## src/rtl/stpwm_pkg.sv

```systemverilog
package stpwm_pkg;
  typedef enum logic {DIR_UP = 1'b0, DIR_DOWN = 1'b1} cnt_dir_e;

  function automatic logic [31:0] clamp_to(input logic [31:0] val, input logic [31:0] lim);
    return (val > lim) ? lim : val;
  endfunction
endpackage

```

## src/rtl/stpwm_sync_detect.sv

```systemverilog
module stpwm_sync_detect #(
  parameter int STAGES = 2
) (
  input  logic clk,
  input  logic rst_n,
  input  logic async_in,
  output logic rise_pulse
);
  localparam int CHAIN = STAGES + 1;

  logic [CHAIN-1:0] chain_q;

  generate
    for (genvar i = 0; i < CHAIN; i++) begin : g_stage
      if (i == 0) begin : g_first
        always_ff @(posedge clk) begin
          if (!rst_n) chain_q[i] <= 1'b0;
          else        chain_q[i] <= async_in;
        end
      end else begin : g_rest
        always_ff @(posedge clk) begin
          if (!rst_n) chain_q[i] <= 1'b0;
          else        chain_q[i] <= chain_q[i-1];
        end
      end
    end
  endgenerate

  // last synchronized stage high, one-cycle-older copy low
  assign rise_pulse = chain_q[STAGES-1] & ~chain_q[STAGES];
endmodule

```

## src/rtl/stpwm_timebase.sv

```systemverilog
module stpwm_timebase
  import stpwm_pkg::*;
#(
  parameter int CNT_W = 16
) (
  input  logic             clk,
  input  logic             rst_n,
  input  logic [CNT_W-1:0] period_in,
  input  logic [CNT_W-1:0] phase_in,
  input  logic [CNT_W-1:0] cmp_in,
  input  logic             load_phase,
  output logic [CNT_W-1:0] cnt,
  output logic [CNT_W-1:0] prd_act,
  output logic [CNT_W-1:0] cmp_act,
  output logic             at_zero
);
  localparam logic [CNT_W-1:0] ONE  = CNT_W'(1);
  localparam logic [CNT_W-1:0] ZERO = '0;

  cnt_dir_e         dir_q;
  logic [CNT_W-1:0] prd_use;
  logic [CNT_W-1:0] phase_cl;

  assign at_zero  = (cnt == ZERO);
  // the buffered period is adopted at the zero point, so use it there already
  assign prd_use  = at_zero ? period_in : prd_act;
  assign phase_cl = CNT_W'(clamp_to(32'(phase_in), 32'(prd_use)));

  always_ff @(posedge clk) begin
    if (!rst_n) begin
      prd_act <= ZERO;
      cmp_act <= ZERO;
    end else if (at_zero) begin
      prd_act <= period_in;
      cmp_act <= cmp_in;
    end
  end

  always_ff @(posedge clk) begin
    if (!rst_n) begin
      cnt   <= ZERO;
      dir_q <= DIR_UP;
    end else if (load_phase) begin
      cnt   <= phase_cl;
      dir_q <= DIR_UP;
    end else if (at_zero) begin
      dir_q <= DIR_UP;
      cnt   <= (prd_use == ZERO) ? ZERO : ONE;
    end else if (dir_q == DIR_UP) begin
      if (cnt >= prd_use) begin
        dir_q <= DIR_DOWN;
        cnt   <= cnt - ONE;
      end else begin
        cnt   <= cnt + ONE;
      end
    end else begin
      cnt <= cnt - ONE;
    end
  end
endmodule

```

## src/rtl/stpwm_compare_out.sv

```systemverilog
module stpwm_compare_out #(
  parameter int CNT_W = 16
) (
  input  logic [CNT_W-1:0] cnt,
  input  logic [CNT_W-1:0] prd_act,
  input  logic [CNT_W-1:0] cmp_act,
  output logic             pwm_a,
  output logic             pwm_b,
  output logic             zero_evt,
  output logic             peak_evt
);
  always_comb begin
    pwm_a    = (cnt < cmp_act);
    pwm_b    = ~pwm_a;
    zero_evt = (cnt == '0);
    peak_evt = (prd_act != '0) && (cnt == prd_act);
  end
endmodule

```

## src/rtl/stpwm_sync_stretch.sv

```systemverilog
module stpwm_sync_stretch #(
  parameter int SYNC_LEN = 8
) (
  input  logic clk,
  input  logic rst_n,
  input  logic trigger,
  output logic strobe
);
  localparam int LW = $clog2(SYNC_LEN + 1);
  localparam logic [LW-1:0] LEN_V = LW'(SYNC_LEN);

  logic [LW-1:0] remain_q;

  always_ff @(posedge clk) begin
    if (!rst_n)                          remain_q <= '0;
    else if (trigger && remain_q == '0)  remain_q <= LEN_V;
    else if (remain_q != '0)             remain_q <= remain_q - LW'(1);
  end

  assign strobe = (remain_q != '0);
endmodule

```

## src/rtl/sync_triangle_pwm.sv

```systemverilog
module sync_triangle_pwm #(
  parameter int CNT_W      = 16,
  parameter int SYNC_LEN   = 8,
  parameter int SYNC_STAGES = 2
) (
  input  logic             clk,
  input  logic             rst_n,
  input  logic [CNT_W-1:0] period_in,
  input  logic [CNT_W-1:0] phase_in,
  input  logic [CNT_W-1:0] cmp_in,
  input  logic             sync_in,
  output logic             pwm_a,
  output logic             pwm_b,
  output logic             zero_evt,
  output logic             peak_evt,
  output logic             sync_out
);
  logic             sync_pulse;
  logic [CNT_W-1:0] cnt;
  logic [CNT_W-1:0] prd_act;
  logic [CNT_W-1:0] cmp_act;
  logic             at_zero;

  stpwm_sync_detect #(.STAGES(SYNC_STAGES)) u_sync (
    .clk(clk), .rst_n(rst_n), .async_in(sync_in), .rise_pulse(sync_pulse)
  );

  stpwm_timebase #(.CNT_W(CNT_W)) u_tb (
    .clk(clk), .rst_n(rst_n), .period_in(period_in), .phase_in(phase_in),
    .cmp_in(cmp_in), .load_phase(sync_pulse), .cnt(cnt), .prd_act(prd_act),
    .cmp_act(cmp_act), .at_zero(at_zero)
  );

  stpwm_compare_out #(.CNT_W(CNT_W)) u_cmp (
    .cnt(cnt), .prd_act(prd_act), .cmp_act(cmp_act), .pwm_a(pwm_a),
    .pwm_b(pwm_b), .zero_evt(zero_evt), .peak_evt(peak_evt)
  );

  stpwm_sync_stretch #(.SYNC_LEN(SYNC_LEN)) u_sout (
    .clk(clk), .rst_n(rst_n), .trigger(at_zero), .strobe(sync_out)
  );
endmodule

```

## config.mk

```make
export PLATFORM = sky130hd
export DESIGN_NAME = sync_triangle_pwm
export DESIGN_NICKNAME = d
export VERILOG_FILES = /design/src/rtl/stpwm_pkg.sv /design/src/rtl/stpwm_sync_detect.sv /design/src/rtl/stpwm_timebase.sv /design/src/rtl/stpwm_compare_out.sv /design/src/rtl/stpwm_sync_stretch.sv /design/src/rtl/sync_triangle_pwm.sv
export SDC_FILE = /design/constraint.sdc
export NUM_CORES = 1
export LEC_CHECK = 0
export CAP_MARGIN = 20
export CORE_UTILIZATION = 59
export DETAILED_ROUTE_END_ITERATION = 10
export HOLD_SLACK_MARGIN = 0.02
export PLACE_DENSITY = 0.84
export RECOVER_POWER = 100
export REMOVE_ABC_BUFFERS = 1
export SYNTH_ARGS = -nofsm -noshare
export SYNTH_HDL_FRONTEND = slang
export SYNTH_SLANG_ARGS = --single-unit
```

## constraint.sdc

```tcl
create_clock -name clk -period 8.1 [get_ports clk]
set_input_delay 2.43 -clock clk [delete_from_list [all_inputs] [get_ports clk]]
set_output_delay 2.43 -clock clk [all_outputs]
set_load 0.01 [all_outputs]
```

-- After elaboration in Yosys (flattened, before gate mapping)
Index checks and enable logic that the tools add are counted.
- memories: 0
- memory bits (writable): 0
- word-level logic and storage cells: 41
- latch bits: 0
- ROM bits: 0
- register bits after elaboration: 56
- multiply operators: 0
- bitwise logic cells: 4
- equality and inequality tests: 1
- reduce and logical (&&, ||, !) cells: 10
- magnitude comparators: 3
- $add $sub $neg: 3
- divide/modulo/power cells: 0
- multiplexer cells: 11
- shift operators: 0
- operators with widths (kind ; count):
    $mux W16 ; 6
    $logic_not A16 Y1 ; 2
    $add A16 B1 Y16 const B ; 1
    $eq A16 B16 Y1 ; 1
    $ge A16 B16 Y1 ; 1
    $gt A16 B16 Y1 ; 1
    $lt A16 B16 Y1 ; 1
    $reduce_bool A16 Y1 ; 1
    $sub A16 B1 Y16 const B ; 1
    $mux W4 ; 2
    $logic_not A4 Y1 ; 1
    $reduce_bool A4 Y1 ; 1
    $sub A4 B1 Y4 const B ; 1
    $mux W1 ; 3
    $not A1 Y1 ; 3
    $reduce_or A3 Y1 ; 1
    $logic_and A1 B1 Y1 ; 2
    $reduce_bool A2 Y1 ; 1
    $reduce_or A2 Y1 ; 1
    $and A1 B1 Y1 ; 1

-- Depth between registers and ports, before layout
Gate-level depths: netlist of run 1.
- depth in word-level cells: 7
- gate-level depth with buffers: 20
- mapped depth without buffers: 16

-- Cells and area by module
A second synthesis of run 1 with hierarchy kept.
- cells, all modules: 507
- area, all modules: 4325.4 um^2
- modules (own cells, without submodules) (module ; seq. area each (um^2) ; area each (um^2) ; cells each ; times used):
    stpwm_timebase ; 980.9 ; 3349.5 ; 391 ; 1
    stpwm_compare_out ; 0.0 ; 651.9 ; 84 ; 1
    stpwm_sync_stretch ; 80.1 ; 231.5 ; 25 ; 1
    stpwm_sync_detect ; 60.1 ; 92.6 ; 7 ; 1

-- Least setup slack after synthesis of run 1
No wires, ideal clock.
- path type: input -> register
- start point: input port period_in[9]
- end point: register u_tb.cnt[11]
- arrival: 4596 ps
- stages: 11
- buffers on the path: 1
- slack: 3371 ps
- required time: 7966 ps
- library setup time: 134 ps
- cells stage by stage: mux2i_1 > ha_1 > a21oi_1 > o21ai_0 > a221oi_1 > nand4_1 > mux2_4 > o211ai_4 > buf_12 > mux2i_1 > o22ai_1
- longest elaborated chain between the ends: 6
- elaborated cells on any way between the ends: 8
- RTL lines (element ; line ; RTL):
    start: declaration ; sync_triangle_pwm.sv:8 ; input logic [CNT_W-1:0] period_in,
    $mux W16 (*) ; n/a ;
    $ge A16 B16 Y1 ; stpwm_timebase.sv:50 ; if (cnt >= prd_use) begin
    $mux W16 ; stpwm_timebase.sv:50 ;
    $mux W16 ; stpwm_timebase.sv:49 ; end else if (dir_q == DIR_UP) begin
    $mux W16 ; stpwm_timebase.sv:46 ; end else if (at_zero) begin
    $mux W16 (*) ; stpwm_timebase.sv:43 ; end else if (load_phase) begin
    end signal: assignment ; stpwm_timebase.sv:44 ; cnt <= phase_cl;
    end signal: assignment ; stpwm_timebase.sv:48 ; cnt <= (prd_use == ZERO) ? ZERO : ONE;
    end signal: assignment ; stpwm_timebase.sv:52 ; cnt <= cnt - ONE;
    end: declaration ; stpwm_timebase.sv:12 ; output logic [CNT_W-1:0] cnt,
Every way passes the cells marked *; elsewhere a longest branch is shown, timed or not.
A chain may end at the register's enable or synchronous reset.

-- Final worst setup path of run 1
- start point: input port period_in[9]
- end point: register u_tb.cnt[14]
Same word-level chain as after synthesis.

==> metrics.md, run 1 <==
| Metric | Value |
|---|---|
| Routed length per instance | 17.1 µm |
| Antenna Cells | 0 |
| Port bufs | 55 |
| R2R cell count | 16 |
| Crit path from | period_in[9] |
| Skew-Pair Late Insertion Delay | ~320 ps |
| Leak | roughly 2.2 nW |
| Pin count of the biggest net entering global routing | 43 |
| RR Startpoint | u_tb.cnt[0] |
| Slew Viols, Final | 31 |
| ANT nets after route | 0 |
| Main combinational cell family by area after synthesis | simple AND/OR/NAND/NOR gates |
| Area Overhead vs Synth | 15.1% |
| Avg Cell Area, Syn | 8.38 µm² |
| Peak supply drop | 0.246 mV |
| Pwr per Cell Area | between 400 and 500 mW/mm² |
| Synth Area in Compound Gates | 0.144 |
| Initial core utilization | 0.626 |
| First-pass iteration count of the detailed router | 5 |
| Filler cells | about 580 |
| Grt total ovfl | 0 |
| Largest area contributor in the netlist | dfxtp_1 |
| Layout cells sized above 1 | 0.0339 |
| Minimum clock period | roughly 6600 ps |
| Clock Skew | about 10 ps |
| Fin crit share | 0.810 |
| Hold Path Cell Cnt | 1 |
| Placed insts | approximately 650 |
| Initial antenna violation count | 0 |
| Worst-Margin Slew | 2240 ps |
| Worst EP arrival | roughly 6700 ps |
| Die Height | approximately 90 µm |
| Top-count cell post-synth | nand2_1 |
| Post-Synth Simple-Gate Area | 0.221 |
| Critical Path Source Type | input port |
| Clock Root Buffer | clkbuf_8 |
| Hpwl dp | between 8000 and 9000 µm |
| Max-cap violations | 2 |
| Std-Cell Rows | 30 |
| Worst-path clk slew | about 100 ps |
| YS warnings | 0 |
| Post-synthesis xor/xnor area fraction | 0.0684 |
| Slowest stage cell on the critical path | o211ai_1 |
| Delay of the slowest critical-path stage | ~1400 ps |
| Pwr Total | around 0.0021 W |
| # IOs | 56 |
| Register area share after synthesis | 0.258 |
| Fmax | 152 MHz |
| Vias | 3847 |
| Adder-cell area share of the yosys netlist | 0.144 |
| Status | complete, but fails checks |
| Final wirelength | 11200 µm |
| Slew Limit Headroom | -0.510 |
| TritonCTS Sinks | between 50 and 60 |
| H-Tree Level Count | 2 |
| Ys flop type | dfxtp_1 |
| CTS Hold Bufs | 0 |
| Most used cell, CP | mux2i_1 |
| Multi-input gate area | 0.00292 mm² |
| Reg2Reg Capture Point | u_tb.cnt[14] |
| Via density | 5.86 |
| Setup bufs post-CTS | 0 |
| Vias in the first global route | 3710 |
| Final setup fails | 0 |
| Post-synth top area share | 0.258 |
| Fin worst setup slack | 1540 ps |
| Post-synthesis mux area share | 0.0984 |
| DRC | 0 |
| Sequential cell area | between 0.001 and 0.0015 mm² |
| CP max FO | 15 |
| Drt first-iter violations | between 200 and 250 |
| CTS tree | built |
| Post-synth EDFFs | 0 |
| Area contributors post-synth | dfxtp_1 26%, ha_1 14%, mux2i_1 9.0%, nand2_1 5.6%, xor2_1 4.6% |
| Final Hold Vio Count | 0 |
| Final Util | 0.721 |
| Crit path cell chain | dlygate4sd3_1 -> mux2i_1 -> ha_1 -> a21oi_1 -> o21ai_0 -> a221oi_1 -> nand4_1 -> mux2_1 -> o211ai_1 -> mux2i_1 -> o221ai_1 |
| Core Area | around 0.0069 mm² |
| GPL Wtd Cong | around 0.96 |
| Worst EP required | around 8300 ps |
| Die Span X | slightly below 90 µm |
| Setup TNS | 0 ps |
| Fin cells | 656 |
| Pre-CTS setup slack | about 2300 ps |
| Cell variety after synth | 60 |
| PostCTS Resize Cnt | 0 |
| Post-synth ARST share | 0 |
| Number of CTS-inserted buffers | 5 |
| Failing checks | max-capacitance violations, max-slew violations |
| Mapped cell area | ~0.0044 mm² |
| R2R Setup Slk | between 1500 and 2000 ps |
| HP Class | reg -> reg |
| Fin nets | 660 |
| Crit Path Class | in -> reg |
| RSZ-0062 raised after global routing | no |
| Gr usage total | 0.309 |
| Crit end category | flop |
| List of most frequent post-synthesis cells | 65 x nand2_1, 56 x dfxtp_1, 50 x ha_1 |
| Post-Syn Instances | 519 |
| First-pass GRT wire length | ~18000 µm |
| Register bit count reported by yosys | 56 |
| Critical Path End | u_tb.cnt[14] |
| Die area | around 0.0077 mm² |
| Max clock buf depth | 2 |
==> area by class of cell <==
class                   instances  share of cell area
multi-input cells             397               0.583
repair buffers                 58               0.114
flip-flops and latches         56               0.224
clock buffers                   7              0.0192
well taps                      96              0.0240
clock inverters                 1             0.00600
inverters                      41              0.0307
==> cell families after synthesis <==
group / Yosys count
DFF: 56
AOI/OAI and AO/OA: 88
adders and majority gates: 50
muxes: 41
buffers and inverters: 66
and+or+nand+nor: 184
xor gates and xnor gates: 34
==> report_power, final <==
part           switching, W  total (W)  internal (W)
sequential         0.000123   0.000502      0.000379
clock             0.0000932   0.000202      0.000109
combinational      0.000751    0.00137      0.000624
==> sequential cells by signal (all words and copies together), names as in the netlist <==
| register | cells |
|---|---|
| u_tb.cnt | 16 |
| u_sout.remain_q | 4 |
| u_sync.chain_q | 3 |
| u_tb.dir_q | 1 |
| u_tb.prd_act | 16 |
| u_tb.cmp_act | 16 |
==> layer usage <==
layer	track usage	share of wire
met1	0.407	0.44
met2	0.517	0.46
met3	0.0405	0.066
met4	0.115	0.028
met5	0	0
==> layout by cell type (no fill, tap or decap), drive strengths merged, types with 8 or more instances in the layout <==
cell type      netlist  final
nand4               10     10
nand3               11     11
dfxtp               56     56
xnor2               11     11
nor3                 9      9
o22ai               11     11
nor4                14     14
xor2                23     23
a21boi              16     16
ha                  50     50
clkdlybuf4s50        0     47
nand2               66     66
mux2i               40     40
nor2                29     29
inv                 41     41
clkbuf              14      8
o21ai                9      9
and2                 8      8
nor2b               16     16
dlygate4sd3          0      8
a21oi               16     16
a21o                10     10
==> worst max-delay path: cells and delay by family <==
family	cells	cell delay [ps]
AO/OA/AOI/OAI	5	2090
adder cells (fa/ha/maj)	1	350
buffers and inverters	1	580
multiplexers	3	1070
AND/OR/NAND/NOR	1	200
==> worst min-delay path by stage <==
stage | slack [ps] | start | endpoint
floorplan | 410 | u_sync.chain_q[0] | u_sync.chain_q[1]
global placement | 420 | u_sync.chain_q[0] | u_sync.chain_q[1]
detailed placement | 420 | u_sync.chain_q[0] | u_sync.chain_q[1]
CTS | 450 | u_sync.chain_q[0] | u_sync.chain_q[1]
global route | 480 | u_sync.chain_q[0] | u_sync.chain_q[1]
finish | 450 | u_sync.chain_q[0] | u_sync.chain_q[1]
==> through the flow <==
step           hold slack (ps)  cell area, µm²
6_report                   449            5010
2_1_floorplan              412            4210
3_5_place_dp               422            4910
4_1_cts                    450            5030
3_3_place_gp               420            4910
5_1_grt                    478            5010
No activity file was read; power rests on OpenSTA's default activity.
==> run 2: changes to the inputs <==
--- a/config.mk
+++ b/config.mk
@@ -6,10 +6,10 @@
 export NUM_CORES = 1
 export LEC_CHECK = 0
 export CAP_MARGIN = 20
-export CORE_UTILIZATION = 59
+export CORE_UTILIZATION = 56
 export DETAILED_ROUTE_END_ITERATION = 10
 export HOLD_SLACK_MARGIN = 0.02
-export PLACE_DENSITY = 0.84
+export PLACE_DENSITY = 0.81
 export RECOVER_POWER = 100
 export REMOVE_ABC_BUFFERS = 1
 export SYNTH_ARGS = -nofsm -noshare
==> constraint.sdc (replaced) <==
create_clock -name clk -period 6.4 [get_ports clk]
set_input_delay 1.92 -clock clk [delete_from_list [all_inputs] [get_ports clk]]
set_output_delay 1.92 -clock clk [all_outputs]
set_load 0.01 [all_outputs]
==> run 2 against run 1 <==
The run still ends with max-capacitance violations, max-slew violations left. Hold slack improved by 4.4 ps. First-iteration DRC count increased by 1.4%. Clock skew increased by 1.4 ps. Design area decreased by 0.30%. Combinational power increased by 27%. Core utilization decreased by 4.4 points. Critical path type is now reg -> reg. Highest routed layer unchanged.
==> metrics.md, run 2 (synthesis results as in run 1) <==
| Metric | Value |
|---|---|
| DRC | 0 (unchanged) |
| CP max FO | 23 (+8) |
| Clock Root Buffer | clkbuf_8 |
| Leak | 2.22 nW (-0.37%) |
| Skew-Pair Late Insertion Delay | 320 ps (about the same) |
| First-pass GRT wire length | 19200 µm (+6.0%) |
| Crit path cell chain | inv_1 -> ha_1 -> nor2b_1 -> nand4_2 -> or2_1 -> buf_4 -> mux2i_1 -> ha_1 -> o21ai_0 -> nor2_1 -> or3_1 -> a31oi_1 -> o21ai_1 -> mux2i_1 -> xor2_1 -> o22ai_1 |
| Die area | 0.00813 mm² (+5.2%) |
| Crit end category | flop |
| Most frequent cells in the layout | 65 x nand2_1, 56 x dfxtp_1, 50 x ha_1, 50 x clkdlybuf4s50_1, 41 x inv_1 |
| Fin worst setup slack | 896 ps (-645 ps) |
| Drt first-iter violations | 214 (+1.4%) |
| Slowest stage cell on the critical path | o21ai_1 |
| Worst EP arrival | 5700 ps (-1030 ps) |
| Peak supply drop | 0.323 mV (+31%) |
| Failing checks | max-capacitance violations, max-slew violations |
| Final wirelength | 11300 µm (+1.3%) |
| Clock Skew | 11.2 ps (+1.42 ps) |
| Layout cells sized above 1 | 0.0375 (+0.00357) |
| TritonCTS Sinks | 56 (unchanged) |
| Final Hold Vio Count | 0 (unchanged) |
| Net switching power figure | 0.00124 W (+28%) |
| Worst EP required | 6600 ps (-1680 ps) |
| Final instance area | 0.00499 mm² (-0.30%) |
| Max-cap violations | 1 (-1) |
| Critical Path Source Type | flop |
| Post-DP Area | 0.00491 mm² (+0.13%) |
| HP Class | reg -> reg |
| Gr usage total | 0.290 (-0.0189) |
| RSZ-0062 raised after global routing | no |
| Gate power share | 0.665 (+0.004) |
| Initial antenna violation count | 0 (unchanged) |
| Grt total ovfl | 0 (unchanged) |
| Die Span X | 90.1 µm (+2.6%) |
| Clock Power Share | 0.093 (-0.004) |
| Fin nets | 660 (unchanged) |
| Worst-path clk slew | 110 ps (about the same) |
| Hpwl dp | 8780 µm (+0.47%) |
| Delay of the slowest critical-path stage | 1200 ps (-150 ps) |
| Initial core utilization | 0.590 (-0.0362) |
| Final setup fails | 0 (unchanged) |
| Max clock buf depth | 2 (unchanged) |
| Final Util | 0.678 (-0.0437) |
| Setup TNS | 0 ps (unchanged) |
| CTS tree | built |
| Switching Share | 0.474 (+0.00855) |
| Worst-Margin Slew | 1530 ps (-708 ps) |
| # IOs | 56 (unchanged) |
| Std-Cell Rows | 31 (+3.3%) |
| Pin count of the biggest net entering global routing | 40 (-7.0%) |
| Antenna Cells | 0 (unchanged) |
| Fmax | ~180 MHz |
| Port bufs | 55 (unchanged) |
| Pwr per Cell Area | 524 mW/mm² (+26%) |
| Number of CTS-inserted buffers | 5 (unchanged) |
| Die Height | 90.1 µm (+2.6%) |
| Core Area | 0.00737 mm² (+6.1%) |
| Sequential share of power | 0.243 (about the same) |
| Multi-input gate area | 0.00291 mm² (-0.13%) |
| Setup bufs post-CTS | 0 (unchanged) |
| Commonest non-fill, non-tap cell in the layout | nand2_1 |
| Sequential cell area | 0.00112 mm² (unchanged) |
| Minimum clock period | about 5500 ps |
| Via density | 6.02 (+2.6%) |
| Slew Limit Headroom | -0.0286 (+0.481) |
| GPL Wtd Cong | 0.907 (-5.7%) |
| Pre-CTS setup slack | 1020 ps (-1270 ps) |
| ANT nets after route | 0 (unchanged) |
| Area Overhead vs Synth | 14.8% |
| Filler cells | 640 (+9.8%) |
| First-pass iteration count of the detailed router | 6 (+1) |
| Status | complete, but fails checks |
| Vias | 3965 (+3.1%) |
| Routed length per instance | 17.2 µm (+0.80%) |
| Vias in the first global route | 4018 (+8.3%) |
| Int Pwr | 0.00138 W (+24%) |
| Slew Viols, Final | 15 (-52%) |
| CTS Hold Bufs | 0 (unchanged) |
| H-Tree Level Count | 2 (unchanged) |
| PostCTS Resize Cnt | 0 (unchanged) |
| Fin crit share | 0.860 |
| Crit Path Class | reg -> reg |
| Biggest regs | u_tb.cmp_act (16), u_tb.cnt (16), u_tb.prd_act (16) |
run 2: layer usage:
| metal | GRT usage | wire, µm | up-vias |
|---|---|---|---|
| li1 | - | - | 1897 |
| met1 | 0.372 | 5060 | 1896 |
| met2 | 0.488 | 5300 | 145 |
| met3 | 0.0448 | 675 | 27 |
| met4 | 0.112 | 289 | 0 |
| met5 | 0 | 0 | - |
run 2: critical path: cells and delay by family, from the launching register on:
family	cells	cell delay [ps]
AO/OA/AOI/OAI	4	1450
XOR/XNOR	1	180
adder cells (fa/ha/maj)	2	480
buffers and inverters	2	480
flip-flops	1	570
multiplexers	2	800
AND/OR/NAND/NOR	5	1400
run 2: area by class of cell:
type,instances,area share
repair buffers,58,0.114
well taps,99,0.0248
flip-flops and latches,56,0.225
clock inverters,3,0.00852
inverters,41,0.0308
multi-input cells,397,0.584
clock buffers,5,0.0138
run 2: stage by stage:
step,power (W),std cells,hold WS (ps)
detailed placement,0.00238,651,424
global placement,0.00231,651,415
finish,0.00262,659,454
global route,0.00285,659,495
floorplan,0.00188,494,412
CTS,0.00263,659,453
run 2: path summary, 6_finish.rpt:
path / start / endpoint / slack [ps] / cells after the start
min reg2reg: u_sync.chain_q[0] / u_sync.chain_q[1] / 450 / 1
max reg2reg: u_tb.cnt[0] / u_tb.cnt[15] / 900 / 16
max: u_tb.cnt[0] / u_tb.cnt[15] / 900 / 16
min: u_sync.chain_q[0] / u_sync.chain_q[1] / 450 / 1
run 2: power by group through the flow:
stage	Combinational, W	Clock (W)	Sequential [W]
after floorplan	0.00129	0	0.000592
after global placement	0.00168	0	0.000633
after detailed placement	0.00174	0	0.000641
after CTS	0.00175	0.000243	0.000633
after global routing	0.00194	0.000257	0.000653
final	0.00174	0.000242	0.000635
